[src/rtl/sync_det_pkg.sv]
`timescale 1ns/1ps
package sync_det_pkg;

  localparam int unsigned DEF_BYTE_W      = 8;
  localparam int unsigned DEF_GROUP_BYTES = 4;
  // lane 0 byte sits in the most significant position
  localparam logic [31:0] DEF_SYNC_WORD   = 32'h665599AA;

  // next byte lane within a group, wrapping at the group size
  function automatic int unsigned lane_step(int unsigned lane, int unsigned group_bytes);
    return (lane + 1 == group_bytes) ? 0 : lane + 1;
  endfunction

  // byte expected at a given lane of the packed sync word
  function automatic int unsigned lane_shift(int unsigned lane, int unsigned group_bytes,
                                             int unsigned byte_w);
    return (group_bytes - 1 - lane) * byte_w;
  endfunction

endpackage

[src/rtl/sync_det_lane.sv]
`timescale 1ns/1ps
module sync_det_lane
  import sync_det_pkg::*;
#(
  parameter int unsigned GROUP_BYTES = DEF_GROUP_BYTES,
  localparam int unsigned LANE_W = (GROUP_BYTES > 1) ? $clog2(GROUP_BYTES) : 1
) (
  input  logic              clk,
  input  logic              rst_n,
  input  logic              in_valid,
  input  logic              in_last,
  output logic [LANE_W-1:0] lane,
  output logic              group_close,
  output logic              stream_open,
  output logic              tail_ragged
);

  logic [LANE_W-1:0] lane_q;
  logic [LANE_W-1:0] lane_after;
  logic              open_pend_q;

  assign lane_after  = LANE_W'(lane_step(int'(lane_q), GROUP_BYTES));
  assign lane        = lane_q;
  assign group_close = in_valid && (int'(lane_q) == GROUP_BYTES - 1);
  assign stream_open = in_valid && open_pend_q;
  assign tail_ragged = (lane_after != '0);

  always_ff @(posedge clk) begin
    if (!rst_n) begin
      lane_q      <= '0;
      open_pend_q <= 1'b1;
    end else if (in_valid) begin
      lane_q      <= in_last ? '0 : lane_after;
      open_pend_q <= in_last;
    end
  end

  assert_lane_hold_R9: assert property (@(posedge clk) disable iff (!rst_n)
    !in_valid |=> $stable(lane_q));

  assert_lane_start_R4: assert property (@(posedge clk) disable iff (!rst_n)
    (in_valid && in_last) |=> (lane_q == '0));

endmodule

[src/rtl/sync_det_match.sv]
`timescale 1ns/1ps
module sync_det_match
  import sync_det_pkg::*;
#(
  parameter int unsigned BYTE_W      = DEF_BYTE_W,
  parameter int unsigned GROUP_BYTES = DEF_GROUP_BYTES,
  parameter logic [BYTE_W*GROUP_BYTES-1:0] SYNC_WORD = DEF_SYNC_WORD,
  localparam int unsigned LANE_W = (GROUP_BYTES > 1) ? $clog2(GROUP_BYTES) : 1
) (
  input  logic              clk,
  input  logic              rst_n,
  input  logic              in_valid,
  input  logic [BYTE_W-1:0] in_data,
  input  logic [LANE_W-1:0] lane,
  input  logic              group_close,
  input  logic              stream_open,
  output logic              hit,
  output logic              found_q
);

  logic [GROUP_BYTES-1:0] lane_ok;

  for (genvar g = 0; g < GROUP_BYTES - 1; g++) begin : g_cap
    logic [BYTE_W-1:0] byte_q;
    always_ff @(posedge clk) begin
      if (!rst_n)
        byte_q <= '0;
      else if (in_valid && (int'(lane) == g))
        byte_q <= in_data;
    end
    assign lane_ok[g] =
      (byte_q == SYNC_WORD[lane_shift(g, GROUP_BYTES, BYTE_W) +: BYTE_W]);
  end

  assign lane_ok[GROUP_BYTES-1] = (in_data == SYNC_WORD[BYTE_W-1:0]);
  assign hit = group_close && (&lane_ok);

  always_ff @(posedge clk) begin
    if (!rst_n)
      found_q <= 1'b0;
    else if (hit)
      found_q <= 1'b1;
    else if (stream_open)
      found_q <= 1'b0;
  end

  assert_rise_on_group_R2: assert property (@(posedge clk) disable iff (!rst_n)
    $rose(found_q) |-> $past(group_close));

  assert_fall_on_open_R8: assert property (@(posedge clk) disable iff (!rst_n)
    $fell(found_q) |-> $past(stream_open));

endmodule

[src/rtl/sync_det_end.sv]
`timescale 1ns/1ps
module sync_det_end (
  input  logic clk,
  input  logic rst_n,
  input  logic in_valid,
  input  logic in_last,
  input  logic stream_open,
  input  logic tail_ragged,
  output logic done_q,
  output logic align_q
);

  logic finish;
  assign finish = in_valid && in_last;

  always_ff @(posedge clk) begin
    if (!rst_n) begin
      done_q  <= 1'b0;
      align_q <= 1'b0;
    end else begin
      done_q <= finish;
      if (finish)
        align_q <= tail_ragged;
      else if (stream_open)
        align_q <= 1'b0;
    end
  end

  assert_done_cause_R6: assert property (@(posedge clk) disable iff (!rst_n)
    done_q |-> $past(in_valid && in_last));

  assert_align_with_done_R7: assert property (@(posedge clk) disable iff (!rst_n)
    $rose(align_q) |-> done_q);

endmodule

[src/rtl/sync_word_detector.sv]
`timescale 1ns/1ps
module sync_word_detector
  import sync_det_pkg::*;
#(
  parameter int unsigned BYTE_W      = DEF_BYTE_W,
  parameter int unsigned GROUP_BYTES = DEF_GROUP_BYTES,
  parameter logic [BYTE_W*GROUP_BYTES-1:0] SYNC_WORD = DEF_SYNC_WORD
) (
  input  logic              clk,
  input  logic              rst_n,
  input  logic              in_valid,
  input  logic [BYTE_W-1:0] in_data,
  input  logic              in_last,
  input  logic              partial_bypass,
  output logic              found,
  output logic              done,
  output logic              align_err
);

  localparam int unsigned LANE_W = (GROUP_BYTES > 1) ? $clog2(GROUP_BYTES) : 1;

  logic [LANE_W-1:0] lane;
  logic              group_close;
  logic              stream_open;
  logic              tail_ragged;
  logic              hit;
  logic              found_q;

  sync_det_lane #(.GROUP_BYTES(GROUP_BYTES)) u_lane (
    .clk(clk), .rst_n(rst_n), .in_valid(in_valid), .in_last(in_last),
    .lane(lane), .group_close(group_close), .stream_open(stream_open),
    .tail_ragged(tail_ragged)
  );

  sync_det_match #(.BYTE_W(BYTE_W), .GROUP_BYTES(GROUP_BYTES), .SYNC_WORD(SYNC_WORD)) u_match (
    .clk(clk), .rst_n(rst_n), .in_valid(in_valid), .in_data(in_data),
    .lane(lane), .group_close(group_close), .stream_open(stream_open),
    .hit(hit), .found_q(found_q)
  );

  sync_det_end u_end (
    .clk(clk), .rst_n(rst_n), .in_valid(in_valid), .in_last(in_last),
    .stream_open(stream_open), .tail_ragged(tail_ragged),
    .done_q(done), .align_q(align_err)
  );

  assign found = found_q | partial_bypass;

  assert_idle_quiet_R9: assert property (@(posedge clk) disable iff (!rst_n)
    !in_valid |=> ($stable(found_q) && !done));

  assert_open_clears_R7: assert property (@(posedge clk) disable iff (!rst_n)
    (stream_open && !in_last) |=> !align_err);

endmodule

[config.mk]
export PLATFORM = sky130hd
export DESIGN_NAME = sync_word_detector
export DESIGN_NICKNAME = d
export VERILOG_FILES = /design/src/rtl/sync_det_pkg.sv /design/src/rtl/sync_det_lane.sv /design/src/rtl/sync_det_match.sv /design/src/rtl/sync_det_end.sv /design/src/rtl/sync_word_detector.sv
export SDC_FILE = /design/constraint.sdc
export NUM_CORES = 1
export LEC_CHECK = 0
export BUFFER_PORTS_ARGS = -buffer_cell sky130_fd_sc_hd__buf_2
export CAP_MARGIN = 20
export CORE_UTILIZATION = 40
export DETAILED_ROUTE_END_ITERATION = 6
export PLACE_DENSITY = 0.64
export SKIP_LAST_GASP = 1
export SLEW_MARGIN = 20
export SYNTH_ARGS = -nofsm -noshare
export SYNTH_HDL_FRONTEND = slang
export SYNTH_SLANG_ARGS = --single-unit
[constraint.sdc]
create_clock -name clk -period 2 [get_ports clk]
set_clock_uncertainty 0.15 [all_clocks]
set_input_delay 0.3 -clock clk [delete_from_list [all_inputs] [get_ports clk]]
set_output_delay 0.3 -clock clk [all_outputs]
set_load 0.03 [all_outputs]
==> results of run 1 <==
-- cells by family (layout without fill, tap and decap cells) --
logic type	count (synthesis)	after routing	share of synthesized area
and+or+nand+nor	74	74	0.291
DFF	30	30	0.461
AOI/OAI and AO/OA	28	28	0.165
buffers and inverters	12	30	0.0374
adders and majority gates	4	4	0.0384
muxes	1	1	0.00768
-- power by group through the flow --
stage / Combinational [µW] / Clock (µW) / Sequential (µW)
floorplan: 67.9 / 0 / 644
global route: 131 / 413 / 632
global placement: 116 / 0 / 642
detailed placement: 118 / 0 / 643
CTS: 118 / 394 / 629
finish: 117 / 374 / 630
-- tightest hold or removal path, delay by kind of cell --
family,cells,cell delay [ns]
compound gates,1,0.05
buf+inv,1,0.12
simple gates,1,0.08
-- area by class of cell --
| type | count | area [µm²] | share of cell area |
|---|---|---|---|
| clock inverters | 1 | 5.00 | 0.00336 |
| well taps | 44 | 55.1 | 0.0369 |
| multi-input cells | 107 | 654 | 0.439 |
| repair buffers | 20 | 113 | 0.0756 |
| clock buffers | 7 | 55.1 | 0.0369 |
| flip-flops and latches | 30 | 601 | 0.403 |
| inverters | 2 | 7.51 | 0.00504 |
-- worst max path at each step --
stage | startpoint | end | slack, ns | depth (start not counted)
after floorplan | u_lane.lane[0] | u_match.g_cap[0].byte_q[0] | 0.60 | 6
after global placement | in_data[4] | u_match.found_q | 0.41 | 4
after detailed placement | in_data[4] | u_match.found_q | 0.48 | 4
after CTS | u_match.found_q | found | 0.42 | 2
after global routing | u_lane.lane[0] | u_match.g_cap[2].byte_q[2] | 0.32 | 5
final | u_match.found_q | found | 0.44 | 2
-- flip-flops by register name, indices dropped and copies added (netlist names) --
name	count
u_match.found_q	1
u_end.done_q	1
u_end.align_q	1
u_lane.lane	2
u_match.g_cap.byte_q	24
u_lane.open_pend_q	1
-- cell usage after synthesis --
library cell,count
nand2b_1,1
and4_1,1
inv_1,2
nor4bb_1,3
mux2i_1,1
nand3b_1,1
or2_2,1
nand2_1,29
a21boi_0,21
ha_1,4
or4_4,1
o21ai_0,2
nor2_1,1
o41ai_2,1
nand4_1,2
nor4b_1,2
o2bb2ai_1,1
and2_1,2
and3_1,2
clkbuf_1,7
buf_2,3
a21boi_1,3
nand3_1,27
nor2b_1,1
dfxtp_1,30
-- layer usage --
metal,global-route usage,part of all wire
met4,0.102,0.022
met1,0.230,0.44
met5,0,0
met2,0.317,0.48
met3,0.0611,0.052
-- per-stage QoR --
stage	hold slack, ns	total power (µW)	utilization	worst slack (ns)	instance area (µm²)
2_1_floorplan	0.280	712	-	0.604	1300
3_3_place_gp	0.291	758	0.465	0.410	1430
3_5_place_dp	0.301	761	0.465	0.476	1430
4_1_cts	0.0898	1140	0.484	0.415	1490
5_1_grt	0.0989	1180	0.484	0.318	1490
6_report	0.116	1120	0.484	0.437	1490
==> run summary, run 1 <==
Seq cells post-synth: 30
RR Startpoint: u_lane.lane[0]
CTS tree: built
Crit Path Class: register to output port
switching share of power: 0.255
Worst-Skew Late Latency: 0.33 ns
total congestion overflow: 0
Distinct cells, synth: 25
Max Cap Viol: 0
reg2reg end: u_match.g_cap[2].byte_q[2]
mapped cell area: 1300 µm²
Clock Pin Slew Worst Setup and Hold Paths: 0.09 ns
DP HPWL: 2050 µm
CP Max Fanout: 2
Area contributors post-synth: dfxtp_1 (46%), a21boi_0 (12%), nand3_1 (10%)
gr usage total: 0.195
CP endpoint kind: output port
first-pass iteration count of the detailed router: 5
CORE AREA: 3080 µm²
port buffer count: 15
crit-path cells: or2_2 > buf_2
Post-DRT Antenna Nets: 0
slowest cell delay on critical path: 0.33 ns
H-Tree Depth: 2
sequential cell area fraction in the yosys report: 0.461
type of the worst min-delay path: primary input to register
layout cells sized above 1: 0.180
status: finished, final reports clean
total wire length: 2910 µm
Slew @ Worst Pin: 0.368 ns
Max Root-Sink Buffers: 2
CTS root buf: clkbuf_4
Vias: 1120
Mapped Avg Cell Area: 8.75 µm²
Top Ports: 16
Residual DRC: 0
final period demand of the worst path: 1.56 ns
RSZ-0062 raised after global routing: false
die height: 59.1 µm
top cell type by total area after synthesis: dfxtp_1
Lkg Pwr: 0.000558 µW
die width: 59.1 µm
cts bufs inserted: 5
worst vdd ir: 0.372 mV
combinational share of power: 0.105
Slowest-stage cell, CP: dfxtp_1
cell total after placement: 203
r2r worst-path depth: 5
Sink Count: 30
critical path startpoint category: register
post-route setup TNS: 0 ns
min-delay src: in_data[3]
die area: 3490 µm²
Max Clock Freq: 640 MHz
most common cell after layout, fill and taps aside: dfxtp_1
n_diodes: 0
hold_buf cts: 0
Slew Limit Headroom: 0.751
Cell Rows: 20
clock group share of total power: 0.334
sequential power share: 0.562
largest net degree at the start of global routing: 31
Iteration-0 DRC Markers: 46
R2R setup slack: 0.48 ns
final cell count without fillers: 211
Worst EP arrival: 1.11 ns
global-route wire length before repair: 4860 µm
post_cts resized: 0
Post-Synthesis Cells: 149
Power Density: 752 nW/µm²
Fin. Hold Viols: 0
hold endpoint: u_match.g_cap[1].byte_q[3]
Sw Pwr: 286 µW
fin nets: 183
post-synth net total: 166
setup violators final: 0
Fill cells: 326
WHS Path Cells: 3
Final Cycle Share: 0.781
WL/cell: 13.8 µm
buffers and inverters on the worst path: 1
most frequent cells in the layout: dfxtp_1 (30), nand2_1 (29), nand3_1 (27)
vias in the first global route: 1092
Yosys top cell area share: 0.461
Area Overhead vs Synth: 14.3%
Pint: 835 µW
starting density of the core: 0.424
Final GP Congestion: 0.854
initial antenna violation count: 0
CP delay by family, top: flip-flops
Worst EP required: 1.55 ns
fin. max-slew vios: 0
# Post-CTS Setup Buffers: 0
Yosys warning count: 0
via density per instance: 5.31
Note: power is estimated with default switching activity, not from simulation.
==> inputs of run 2 (changes only) <==
ABC_AREA = 1   (was not set)
PLACE_DENSITY = 0.66   (was 0.64)
clock period = 1.4 ns   (was 2 ns; I/O delays follow)
==> run 2 against run 1 <==
  * Hold slack worse by 0.096 ns
  * Clock power grew 42%
  * Global-route usage fell by 1.6 points
  * Largest cell class is now registers
  * Cell count grew 1.9%
  * Sequential cell count unchanged
  * Combinational power is 60% higher
  * Routed wire length is 12% lower
  * Largest power group unchanged
  * Sequential share of layout area is 1.3 points higher
  * Highest routed layer unchanged
  * Via count down 7.6%
  * Cell area down 2.6%
==> run summary, run 2 <==
status: finished, final reports clean
Most flops, register: u_match.g_cap.byte_q
first-pass iteration count of the detailed router: 6 (+1)
CTS tree: built
final period demand of the worst path: 1.37 ns
Post-DRT Antenna Nets: 0 (unchanged)
Final GP Congestion: 0.853 (-0.11%)
Max Root-Sink Buffers: 2 (unchanged)
Yosys top cell area share: 0.488 (+0.0276)
starting density of the core: 0.435 (+0.0112)
Post-Synthesis Cells: 160 (+7.4%)
H-Tree Depth: 2 (unchanged)
vias in the first global route: 952 (-13%)
top cells by count, synth: nor2_1 (34), dfxtp_1 (30), o21ai_0 (24)
CP Max Fanout: 2 (unchanged)
Max Cap Viol: 0 (unchanged)
via density per instance: 4.81 (-9.3%)
die height: 57.5 µm (-2.8%)
type of the worst min-delay path: primary input to register
setup violators final: 0 (unchanged)
Final Cycle Share: 0.976
fin nets: 200 (+9.3%)
Distinct cells, synth: 20 (-20%)
Yosys warning count: 0 (unchanged)
sequential cell area fraction in the yosys report: 0.488 (+0.0276)
global-route wire length before repair: 4370 µm (-9.9%)
die width: 57.5 µm (-2.8%)
Slew Limit Headroom: 0.854 (+0.103)
Worst EP arrival: 1.01 ns (-0.10 ns)
Power Density: 1130 nW/µm² (+50%)
Multi-input gate area: 543 µm² (-17%)
min setup slack post-route: 0.0338 ns (-0.404 ns)
async set-reset flop share out of synthesis: 0 (unchanged)
WL/cell: 11.9 µm (-13%)
FF+latch area: 604 µm² (+0.63%)
Cell Rows: 19 (-5.0%)
final cell count without fillers: 215 (+1.9%)
Slew @ Worst Pin: 0.218 ns (-0.150 ns)
total wire length: 2570 µm (-12%)
Seq cells post-synth: 30 (unchanged)
pre-CTS setup slack: -0.0138 ns (-0.490 ns)
Worst EP required: 1.04 ns (-0.51 ns)
Max Clock Freq: 732 MHz
Fin. Hold Viols: 0 (unchanged)
Lkg Pwr: 0.000638 µW (+14%)
Residual DRC: 0 (unchanged)
DP HPWL: 1910 µm (-6.9%)
total congestion overflow: 0 (unchanged)
most common cell after layout, fill and taps aside: nor2_1
Post-synth EDFFs: 0 (unchanged)
Fill cells: 288 (-12%)
CP endpoint kind: output port
top cell type by total area after synthesis: dfxtp_1
Clock Pin Slew Worst Setup and Hold Paths: 0.09 ns (about the same)
most common cell in the netlist: nor2_1
largest net degree at the start of global routing: 20 (-35%)
overall power: 1640 µW (+46%)
Crit Path Class: register to output port
dominant synthesized flop cell: dfxtp_1
final instance area: 1450 µm² (-2.6%)
Iteration-0 DRC Markers: 31 (-33%)
cell total after placement: 205 (+0.99%)
Worst-Skew Late Latency: 0.33 ns (about the same)
Sink Count: 30 (unchanged)
max FFs per register: 24 (unchanged)
layout cells sized above 1: 0.228 (+0.0486)
hold_buf cts: 0 (unchanged)
most frequent cells in the layout: nor2_1 (34), dfxtp_1 (27), o21ai_0 (17)
port buffer count: 15 (unchanged)
die area: 3300 µm² (-5.5%)
cts bufs inserted: 5 (unchanged)
Area contributors post-synth: dfxtp_1 (49%), nor2_1 (10%), o21ai_0 (9.8%)
mapped cell area: 1230 µm² (-5.7%)
gr usage total: 0.179 (-0.0155)
placed cell areas: 1350 µm² (-5.8%)
Top Ports: 16 (unchanged)
critical path startpoint category: register
Vias: 1035 (-7.6%)
post-synth net total: 177 (+6.6%)
initial antenna violation count: 0 (unchanged)
fin. max-slew vios: 0 (unchanged)
CTS root buf: clkbuf_4
RSZ-0062 raised after global routing: true
CORE AREA: 2830 µm² (-8.1%)
worst vdd ir: 0.560 mV (+50%)
Area Overhead vs Synth: 18.0%
n_diodes: 0 (unchanged)
Mapped Avg Cell Area: 7.69 µm² (-12%)
run 2: cell types whose count changed after synthesis, sizes merged, moves of 12 or more:
cell / before / now
inv: 2 / 18
nand3: 27 / 7
o21ai: 2 / 24
nor2: 1 / 35
a21boi: 24 / 0
nand2: 29 / 17
a21oi: 0 / 16
run 2: where the power goes:
group,leakage (µW),switching [µW],internal [µW]
sequential,0.000247,22.9,898
clock,0.0000353,288,243
combinational,0.000356,114,73.4
run 2: stage by stage:
stage / hold WS, ns / setup TNS [ns] / util
after detailed placement: 0.294 / -0.0138 / 0.476
after CTS: 0.0185 / 0 / 0.502
after floorplan: 0.198 / 0 / -
final: 0.0204 / 0 / 0.513
after global routing: 0.0247 / -0.0226 / 0.513
after global placement: 0.289 / 0 / 0.476
run 2: layout make-up:
class | instances | share of cell area
well taps | 31 | 0.0267
repair buffers | 20 | 0.0905
multi-input cells | 108 | 0.374
inverters | 18 | 0.0509
flip-flops and latches | 30 | 0.416
clock buffers | 7 | 0.0379
clock inverters | 1 | 0.00345
run 2: worst paths after layout:
check / start / end / slack, ns / cells after the start
setup / recovery: u_match.found_q / found / 0.03 / 2
hold / removal: in_data[7] / u_match.g_cap[0].byte_q[7] / 0.02 / 3
hold reg to reg: u_match.g_cap[2].byte_q[5] / u_match.g_cap[2].byte_q[5] / 0.31 / 2
setup reg to reg: u_lane.lane[0] / u_match.g_cap[2].byte_q[3] / 0.07 / 6
run 2: kinds of logic (layout without fill, tap and decap cells):
family / count (synthesis) / in the layout / synth area share
flops: 30 / 30 / 0.488
simple gates: 62 / 62 / 0.216
buf+inv: 22 / 46 / 0.0804
compound gates: 42 / 42 / 0.175
fa+ha+maj: 4 / 4 / 0.0407
run 2: what timing repair did:
| action | CTS | global route |
|---|---|---|
| buffers inserted | 0 | 2 |
| endpoints found under the setup margin | 4 | 14 |
| gates resized for setup | 5 | 13 |
| pin swaps | 0 | 3 |
| gates cloned | 0 | 0 |
run 2: layer usage:
metal / wire [µm] / GRT usage
met2: 1150 / 0.269
met4: 31 / 0.0732
met3: 132 / 0.0612
met1: 1260 / 0.236
met5: 0 / 0
run 2: critical path, stage by stage (launching register included):
cell	delay, ns
dfxtp_2	0.33
or2_4	0.22
buf_6	0.14
==> inputs of run 3 (changes only) <==
PLACE_DENSITY = 0.56   (was 0.66)
clock period = 1.7 ns   (was 1.4 ns; I/O delays follow)
==> run 3 against run 2 <==
  * Critical path depth unchanged
  * Cell count fell by 2.3%
  * Sequential power is 18% lower
  * Combinational power fell by 27%
  * Setup slack improved by 0.15 ns
  * Sequential cell count did not move
  * Utilization down 2.8 points
  * Highest routed layer unchanged
==> run summary, run 3 (synthesized netlist as in run 2, its figures left out) <==
starting density of the core: 0.435 (unchanged)
critical path startpoint category: register
port buffer count: 15 (unchanged)
Slew Limit Headroom: 0.720 (-0.135)
Top Ports: 16 (unchanged)
max FFs per register: 24 (unchanged)
reg2reg end: u_match.g_cap[2].byte_q[3]
CTS tree: built
hold_buf cts: 0 (unchanged)
RSZ-0062 raised after global routing: false
final period demand of the worst path: 1.51 ns
share of the core filled with cells: 0.485 (-0.0279)
status: finished, final reports clean
total congestion overflow: 0 (unchanged)
Residual DRC: 0 (unchanged)
Final Cycle Share: 0.889
Max Cap Viol: 0 (unchanged)
RR Startpoint: u_lane.lane[0]
via density per instance: 4.91 (+2.1%)
post-route setup TNS: 0 ns (unchanged)
die height: 57.5 µm (unchanged)
vias in the first global route: 993 (+4.3%)
H-Tree Depth: 2 (unchanged)
Area Overhead vs Synth: 11.6%
Fill cells: 293 (+1.7%)
Most flops, register: u_match.g_cap.byte_q
Worst EP required: 1.29 ns (+0.25 ns)
Lkg Pwr: 0.000619 µW (-3.1%)
Clock Pin Slew Worst Setup and Hold Paths: 0.09 ns (about the same)
# Post-CTS Setup Buffers: 0 (unchanged)
most frequent cells in the layout: nor2_1 (34), dfxtp_1 (30), o21ai_0 (24)
Max Root-Sink Buffers: 2 (unchanged)
CORE AREA: 2830 µm² (unchanged)
Worst EP arrival: 1.11 ns (+0.10 ns)
Vias: 1032 (-0.29%)
Fin. Hold Viols: 0 (unchanged)
WL/cell: 12.2 µm (+2.2%)
post_cts resized: 0 (-5)
Max Clock Freq: 662 MHz
die area: 3300 µm² (unchanged)
min-delay src: in_last
DP HPWL: 1850 µm (-2.9%)
layout cells sized above 1: 0.168 (-0.0607)
Slew @ Worst Pin: 0.421 ns (+0.202 ns)
Crit Path Class: register to output port
CP Max Fanout: 2 (unchanged)
setup violators final: 0 (unchanged)
WHS Path Cells: 4 (+1)
Cell Rows: 19 (unchanged)
first-pass iteration count of the detailed router: 4 (-2)
most common cell after layout, fill and taps aside: nor2_1
global-route wire length before repair: 4560 µm (+4.3%)
Worst-Skew Late Latency: 0.33 ns (about the same)
Power Density: 973 nW/µm² (-14%)
fin. max-slew vios: 0 (unchanged)
initial antenna violation count: 0 (unchanged)
r2r worst-path depth: 6 (unchanged)
largest net degree at the start of global routing: 28 (+40%)
Iteration-0 DRC Markers: 42 (+35%)
hold endpoint: u_lane.lane[1]
CTS root buf: clkbuf_4
Final GP Congestion: 0.784 (-8.1%)
total wire length: 2560 µm (-0.16%)
Sink Count: 30 (unchanged)
fin nets: 195 (-2.5%)
CP endpoint kind: output port
n_diodes: 0 (unchanged)
die width: 57.5 µm (unchanged)
Post-DRT Antenna Nets: 0 (unchanged)
R2R setup slack: 0.25 ns (+0.18 ns)
worst vdd ir: 0.467 mV (-17%)
type of the worst min-delay path: primary input to register
gr usage total: 0.188 (+0.00918)
cts bufs inserted: 5 (unchanged)
## run 3: cell type report
type	instances	area (µm²)	share of cell area
flip-flops and latches	30	601	0.438
well taps	31	38.8	0.0283
repair buffers	15	75.1	0.0547
clock inverters	1	5.00	0.00365
inverters	18	67.6	0.0492
multi-input cells	108	531	0.387
clock buffers	7	55.1	0.0401
## run 3: critical path, stage by stage (launching register included)
cell and delay [ns]:
dfxtp_1 0.32, or2_2 0.28, buf_2 0.18
## run 3: power breakdown
group	switching [µW]	internal, µW
Combinational	89.0	47.2
Clock	243	200
Sequential	18.0	739
Total	350	986
## run 3: per-stage QoR
step                std cells  cell area [µm²]  total power [µW]  hold WS [ns]  worst slack, ns
finish                    210             1370              1340        0.0702            0.188
global route              210             1370              1410        0.0803            0.140
CTS                       210             1370              1350        0.0600            0.177
detailed placement        202             1310               908         0.302            0.279
floorplan                 160             1230               869         0.243            0.370
global placement          202             1310               906         0.293            0.337
## run 3: routing by layer
metal	vias to the layer above	GRT usage	share of wire
met1	464	0.251	0.54
li1	552	-	-
met4	0	0.0836	0.018
met3	5	0.0748	0.035
met5	-	0	0
met2	11	0.267	0.41
## run 3: worst max path at each step
stage                          from                    endpoint  slack (ns)  cells past startpoint
finish              u_match.found_q                       found        0.19                      2
global route        u_match.found_q                       found        0.14                      2
CTS                 u_match.found_q                       found        0.18                      2
detailed placement   u_lane.lane[0]  u_match.g_cap[2].byte_q[3]        0.28                      6
global placement     u_lane.lane[0]  u_match.g_cap[2].byte_q[4]        0.34                      6
floorplan            u_lane.lane[0]  u_match.g_cap[0].byte_q[3]        0.37                      7
